**config.mk**
```make
export PLATFORM = sky130hd
export DESIGN_NAME = zt_sram_host
export DESIGN_NICKNAME = d
export VERILOG_FILES = /design/src/rtl/zt_sram_host.sv
export SDC_FILE = /design/constraint.sdc
export NUM_CORES = 1
export LEC_CHECK = 0
export ABC_AREA = 1
export BUFFER_PORTS_ARGS = -buffer_cell sky130_fd_sc_hd__buf_2
export CAP_MARGIN = 20
export CORE_MARGIN = 10
export CORE_UTILIZATION = 50
export CTS_CLUSTER_DIAMETER = 100
export CTS_CLUSTER_SIZE = 16
export DETAILED_ROUTE_END_ITERATION = 7
export PLACE_DENSITY = 0.84
export SYNTH_ARGS = -nofsm -noshare
export SYNTH_HDL_FRONTEND = slang
export SYNTH_SLANG_ARGS = --single-unit
```
**constraint.sdc**
```tcl
create_clock -name clk -period 2 [get_ports clk]
set_input_delay 0.4 -clock clk [delete_from_list [all_inputs] [get_ports clk]]
set_output_delay 0.4 -clock clk [all_outputs]
set_load 0.1 [all_outputs]
```
**src/rtl/zt_sram_host.sv**
```systemverilog
module zt_sram_host #(
  parameter int AW = 19,
  parameter int DW = 32
) (
  input  logic            clk,
  input  logic            rst_n,
  input  logic            order_xor,
  input  logic            req_valid,
  output logic            req_ready,
  input  logic            req_write,
  input  logic            req_next,
  input  logic [AW-1:0]   req_addr,
  input  logic [DW-1:0]   req_wdata,
  input  logic [DW/8-1:0] req_wmask,
  output logic            rsp_valid,
  input  logic            rsp_ready,
  output logic [DW-1:0]   rsp_data,
  output logic [AW-1:0]   mem_addr,
  output logic            mem_adv_ld,
  output logic            mem_we_n,
  output logic [DW/8-1:0] mem_bw_n,
  output logic            mem_ce1_n,
  output logic            mem_ce2,
  output logic            mem_ce3_n,
  output logic            mem_cen_n,
  output logic            mem_oe_n,
  output logic [DW-1:0]   mem_dq_o,
  output logic            mem_dq_oe,
  input  logic [DW-1:0]   mem_dq_i
);
  localparam int NB = DW / 8;
  localparam logic [1:0] K_NONE = 2'd0;
  localparam logic [1:0] K_WR   = 2'd1;
  localparam logic [1:0] K_RD   = 2'd2;

  logic [1:0]    tag_a, tag_b, req_kind;
  logic [1:0]    seq_beat, nxt_beat, nxt_lo;
  logic [AW-1:0] seq_base, nxt_addr, tgt_addr;
  logic [DW-1:0] wdat_a;
  logic [NB-1:0] wmask_a;
  logic          sel, stall, fire, cont_ok;

  assign stall     = (tag_b == K_RD) && rsp_valid && !rsp_ready;
  assign mem_cen_n = stall;
  assign req_ready = !stall;
  assign fire      = req_valid && !stall;
  assign req_kind  = req_write ? K_WR : K_RD;

  assign nxt_beat = seq_beat + 2'd1;
  assign nxt_lo   = order_xor ? (seq_base[1:0] ^ nxt_beat) : (seq_base[1:0] + nxt_beat);
  assign nxt_addr = {seq_base[AW-1:2], nxt_lo};
  assign cont_ok  = req_next && (tag_a == req_kind) && (seq_beat != 2'd3);
  assign tgt_addr = req_next ? nxt_addr : req_addr;

  assign mem_ce1_n = !sel;
  assign mem_ce2   = sel;
  assign mem_ce3_n = !sel;

  always_ff @(posedge clk or negedge rst_n) begin
    if (!rst_n) begin
      tag_a      <= K_NONE;
      sel        <= 1'b0;
      mem_adv_ld <= 1'b0;
      mem_we_n   <= 1'b1;
      mem_addr   <= '0;
      wdat_a     <= '0;
      wmask_a    <= '0;
      seq_base   <= '0;
      seq_beat   <= 2'd0;
    end else if (!stall) begin
      if (fire) begin
        tag_a    <= req_kind;
        sel      <= 1'b1;
        mem_we_n <= !req_write;
        wdat_a   <= req_wdata;
        wmask_a  <= req_wmask;
        if (cont_ok) begin
          mem_adv_ld <= 1'b1;
          mem_addr   <= nxt_addr;
          seq_beat   <= nxt_beat;
        end else begin
          mem_adv_ld <= 1'b0;
          mem_addr   <= tgt_addr;
          seq_base   <= tgt_addr;
          seq_beat   <= 2'd0;
        end
      end else begin
        tag_a      <= K_NONE;
        sel        <= 1'b0;
        mem_adv_ld <= 1'b0;
        mem_we_n   <= 1'b1;
      end
    end
  end

  always_ff @(posedge clk or negedge rst_n) begin
    if (!rst_n) begin
      tag_b     <= K_NONE;
      mem_dq_o  <= '0;
      mem_dq_oe <= 1'b0;
      mem_oe_n  <= 1'b0;
      mem_bw_n  <= '1;
      rsp_valid <= 1'b0;
      rsp_data  <= '0;
    end else begin
      if (!stall) begin
        tag_b     <= tag_a;
        mem_dq_o  <= wdat_a;
        mem_dq_oe <= (tag_a == K_WR);
        mem_oe_n  <= (tag_a == K_WR);
        mem_bw_n  <= (tag_a == K_WR) ? ~wmask_a : '1;
      end
      if (!stall && tag_b == K_RD) begin
        rsp_valid <= 1'b1;
        rsp_data  <= mem_dq_i;
      end else if (rsp_ready) begin
        rsp_valid <= 1'b0;
      end
    end
  end


  wr_data_slot_chk: assert property (@(posedge clk) disable iff (!rst_n)
    (!mem_cen_n && !mem_we_n && mem_ce2) |=> mem_dq_oe);


  bus_release_chk: assert property (@(posedge clk) disable iff (!rst_n)
    (!mem_cen_n && (mem_we_n || !mem_ce2)) |=> !mem_dq_oe);


  oe_mask_chk: assert property (@(posedge clk) disable iff (!rst_n)
    mem_dq_oe |-> mem_oe_n);


  burst_after_access_chk: assert property (@(posedge clk) disable iff (!rst_n)
    (mem_adv_ld && $past(!mem_cen_n)) |-> $past(mem_ce2));


  stall_cause_chk: assert property (@(posedge clk) disable iff (!rst_n)
    mem_cen_n |-> (rsp_valid && !rsp_ready));


  stall_freeze_chk: assert property (@(posedge clk) disable iff (!rst_n)
    mem_cen_n |=> ($stable(mem_addr) && $stable(mem_adv_ld) && $stable(mem_we_n)
                   && $stable(mem_dq_o) && $stable(mem_dq_oe) && $stable(mem_bw_n)));


  rsp_hold_chk: assert property (@(posedge clk) disable iff (!rst_n)
    (rsp_valid && !rsp_ready) |=> (rsp_valid && $stable(rsp_data)));
endmodule

```
Word-level counts from Yosys, hierarchy flattened --
Index checks and enable logic that the tools add are counted.
Storage, ports and cells: flip-flop bits (word level) 153, input bits 94, output and inout bits 97, word-level logic and storage cells 51
Operators by class: add/sub/neg operators 2, eq/ne operators 4, multiplexer cells 13, bitwise gates (word level) 4, reductions and logical operators 13
Operators with widths (count):
- $mux W19 | 2
- $mux W2 | 4
- $logic_and A1 B1 Y1 | 6
- $mux W1 | 6
- $logic_not A1 Y1 | 4
- $mux W4 | 1
- $not A4 Y4 | 1
- $reduce_and A3 Y1 | 1
- $add A2 B1 Y2 const B | 1
- $add A2 B2 Y2 | 1
- $eq A2 B1 Y1 const B | 1
- $eq A2 B2 Y1 | 1
- $eq A2 B2 Y1 const B | 1
- $ne A2 B2 Y1 const B | 1
- $not A1 Y1 | 2
- $reduce_and A2 Y1 | 1
- $reduce_bool A2 Y1 | 1
- $xor A2 B2 Y2 | 1

Logic depth before layout (Yosys ltp) --
depth after elaboration 6, mapped depth 9, depth with buffers taken out 9

Worst setup path after synthesis --
No wires, ideal clock.
path kind register to output, start reg sel, in the netlist mem_ce2, end out mem_ce3_n, arrival time 2.014 ns, required time 1.600 ns, slack -0.414 ns, cell stages (with the launch flop) 3, buffers on the path 1, path through dfrtp_1 inv_1 buf_4
Between the ends: cells in the longest elaborated chain, start to end 1
RTL lines:
- start, declared | RTL line 41 | logic sel, stall, fire, cont_ok;
- start signal, assigned | RTL line 62 | sel <= 1'b0;
- start signal, assigned | RTL line 73 | sel <= 1'b1;
- start signal, assigned | RTL line 89 | sel <= 1'b0;
- $logic_not A1 Y1
- end, declared | RTL line 24 | output logic mem_ce3_n,
No other way between the ends.

Final worst setup path --
start reg tag_b[0], end out mem_cen_n
Between the ends: cells in the longest elaborated chain, start to end 3
RTL lines:
- start, declared | RTL line 36 | logic [1:0] tag_a, tag_b, req_kind;
- start signal, assigned | RTL line 107 | tag_b <= tag_a;
- $eq A2 B2 Y1 | RTL line 43 | assign stall = (tag_b == K_RD) && rsp_valid && !rsp_ready;
- $logic_and A1 B1 Y1 (2 in a row) | RTL line 43
- end, declared | RTL line 25 | output logic mem_cen_n,
No other way between the ends.

==> results.ini <==
[outcome]
status = completed

[synthesis]
synth-warning-count = 0
ys_seq_area_share_pct = 62.3
synthesis.area_um2 = 6150
synth_seq_cells = 153
yosysUniqueCellTypes = 22
synth_top_area_share_pct = 60.2
synth_nets = 738
ys_top_cells_by_area = dfrtp_1, nand2_1, mux2_1
yosysTopAreaCell = dfrtp_1
syn_inst = 642
syn_area_per_cell_um2 = 9.58

[floorplan]
die_x_um = 131
dieArea_um2 = 17100
die_y_um = 131
start_util_pct = 51.2
pin_count = 191
std_cell_rows = 40
core_um2 = 12000

[clock_network]
clk_pin_slew_ns = 0.06
cts-root-buf = clkbuf_16
htreeDepth = 4
cts_made_buffers = 17
tritoncts = done
postCtsSetupBuffers = 0
cts.sinks = 153
clock_latency_ns = 0.41
clockBufferDepth = 2

[drt]
wl_mm = 15.0
drt_iter0_drc = 393
drc_errors = 0
drt_pass1_iterations = 4
routed-via-count = 4810
wire_per_inst_um = 15.1
antenna_left = 0
avgViaCountPerCell = 4.83

[timing]
fin_ws_ns = 0.104
fmax_mhz = 527
rsz0062_at_grt = false
max_slew.worst_pin.slew_ns = 0.527
fin_tns_setup_ns = 0
finalSetupViolCount = 0
slew_violations = 0
relSlewSlack_pct = 65.1
whs_ns = 0.177
skew_ns = 0.00472
min_period_ns = 1.90
fin_crit_sh_pct = 94.8
hold_violations = 0

[placement]
preCtsSetupSlack_ns = 0.326
dp_hpwl_mm = 10.9
gp_congestion = 0.813
port_buffers = 190

[critical_path]
cp-start-kind = register
cp_data_required_time_ns = 1.60
worstPathCellList = inv_1, nand2_2, nor2_4, buf_12
cp_top_family = flip-flops
crit_buf_inv = 2
worstPathMaxFanout = 8
critical-path-max-stage-delay_ns = 0.40
crit_path_top_delay_cell = dfrtp_1
critPathArrivalTime_ns = 1.50
critPathKind = register to output pin
end_kind = output pin

[flow_run]
max_cap_viol_count = 0

[global_routing]
first_global_vias = 4708
grt_max_degree = 47
grt_usage_pct = 17.4
grt_pass1_wl_mm = 23.4
overflow = 0
antenna_found_initial = 0

[min_path]
hp-class = input port to register

[power]
ir_worst_vdd_v = 0.000629
p_leak_uw = 0.00432
p_total_uw = 10700
power-per-cell-area_nw_per_um2 = 1360
seq_power_share_pct = 35.7
swShare_pct = 42.9
pwr-share-clk_pct = 28.8
p_sw_uw = 4610
combPwrFrac_pct = 35.5
p_int_uw = 6140

[cells_and_area]
n_antenna_cell = 0
drive_above_1_share_pct = 29.6
fin_util_pct = 65.6
seq_area_um2 = 3840
fin_nets = 931
multiInputGateArea_um2 = 1970
nFillCells = 939
area_growth_pct = 28.0

==> cell type report <==
cell class | count | share of cell area, %
sequential | 153 | 48.7
multi-input combinational | 425 | 25.0
tap | 147 | 2.34
timing repair buffer | 206 | 15.0
clock inverter | 7 | 1.16
inverter | 32 | 1.57
clock buffer | 25 | 6.16
==> layer usage <==
metal / wire (um) / global-route usage [%] / vias to the layer above
li1: - / - / 2379
met1: 6210 / 21.1 / 2239
met2: 7330 / 28.6 / 167
met3: 1210 / 5.00 / 25
met4: 296 / 7.26 / 0
met5: 0 / 0 / -
==> final timing paths <==
check	start	endpoint	slack, ns	cells past startpoint
min	req_wdata[28]	wdat_a[28]	0.18	3
min reg2reg	wmask_a[3]	mem_bw_n[3]	0.41	1
max reg2reg	tag_b[0]	seq_base[16]	0.46	8
max in group asynchronous	rst_n	mem_bw_n[2]	0.85	3
min in group asynchronous	rst_n	wdat_a[3]	0.48	2
max	tag_b[0]	mem_cen_n	0.10	4
==> cell families after synthesis <==
| kind of cell | Yosys count | share of synthesized area [%] |
|---|---|---|
| fa+ha+maj | 2 | 0.407 |
| simple gates | 348 | 22.2 |
| mux | 32 | 5.86 |
| flops | 153 | 62.3 |
| compound gates | 43 | 3.54 |
| buf+inv | 64 | 5.65 |
==> cells in the mapped netlist, drive strengths merged <==
library cell,instances
buf,28
nand3,3
ha,2
dfstp,5
clkbuf,4
inv,32
dfrtp,148
mux2,32
nor2,12
o21ai,36
nand2,333
a21oi,5
o22ai,2
==> metrics by stage <==
step           std cells  area [um^2]
2_1_floorplan        642         6160
3_3_place_gp         962         7290
5_1_grt              995         7880
4_1_cts              995         7880
6_report             995         7880
3_5_place_dp         962         7290
==> power by group through the flow <==
stage          Sequential (uW)  Combinational, uW  Clock (uW)
2_1_floorplan             6330                643           0
3_3_place_gp              3870               3810           0
3_5_place_dp              3890               3850           0
4_1_cts                   3840               3850        3140
5_1_grt                   3910               3980        3280
6_report                  3840               3820        3090
==> cell usage in the layout (no fill, tap or decap), drive strengths merged, types with 5 or more instances in the layout <==
cell type  instances
clkbuf            25
buf              205
a21oi              5
nand2            333
inv               31
o21ai             36
dfrtp            148
dfstp              5
nor2              12
mux2              32
==> worst reg2reg max path: cells and delay by family (launching register included) <==
kind	cells	cell delay, ns
and+or+nand+nor	5	0.70
DFF	1	0.40
buffers and inverters	2	0.27
AOI/OAI and AO/OA	1	0.07
==> flip-flops by register name, indices dropped and copies added (netlist names), 2 cells and up <==
| signal | count |
|---|---|
| tag_b | 2 |
| rsp_data | 32 |
| seq_beat | 2 |
| mem_dq_o | 32 |
| wmask_a | 4 |
| wdat_a | 32 |
| mem_bw_n | 4 |
| seq_base | 19 |
| tag_a | 2 |
| mem_addr | 19 |
==> timing repair <==
item / in CTS / in global routing
endpoints found under the setup margin: 0 / 1
hold endpoints to repair: 39 / 0
gates resized for setup: 0 / 0
hold buffers: 1 / 0
(Power assumes the default switching activity.)
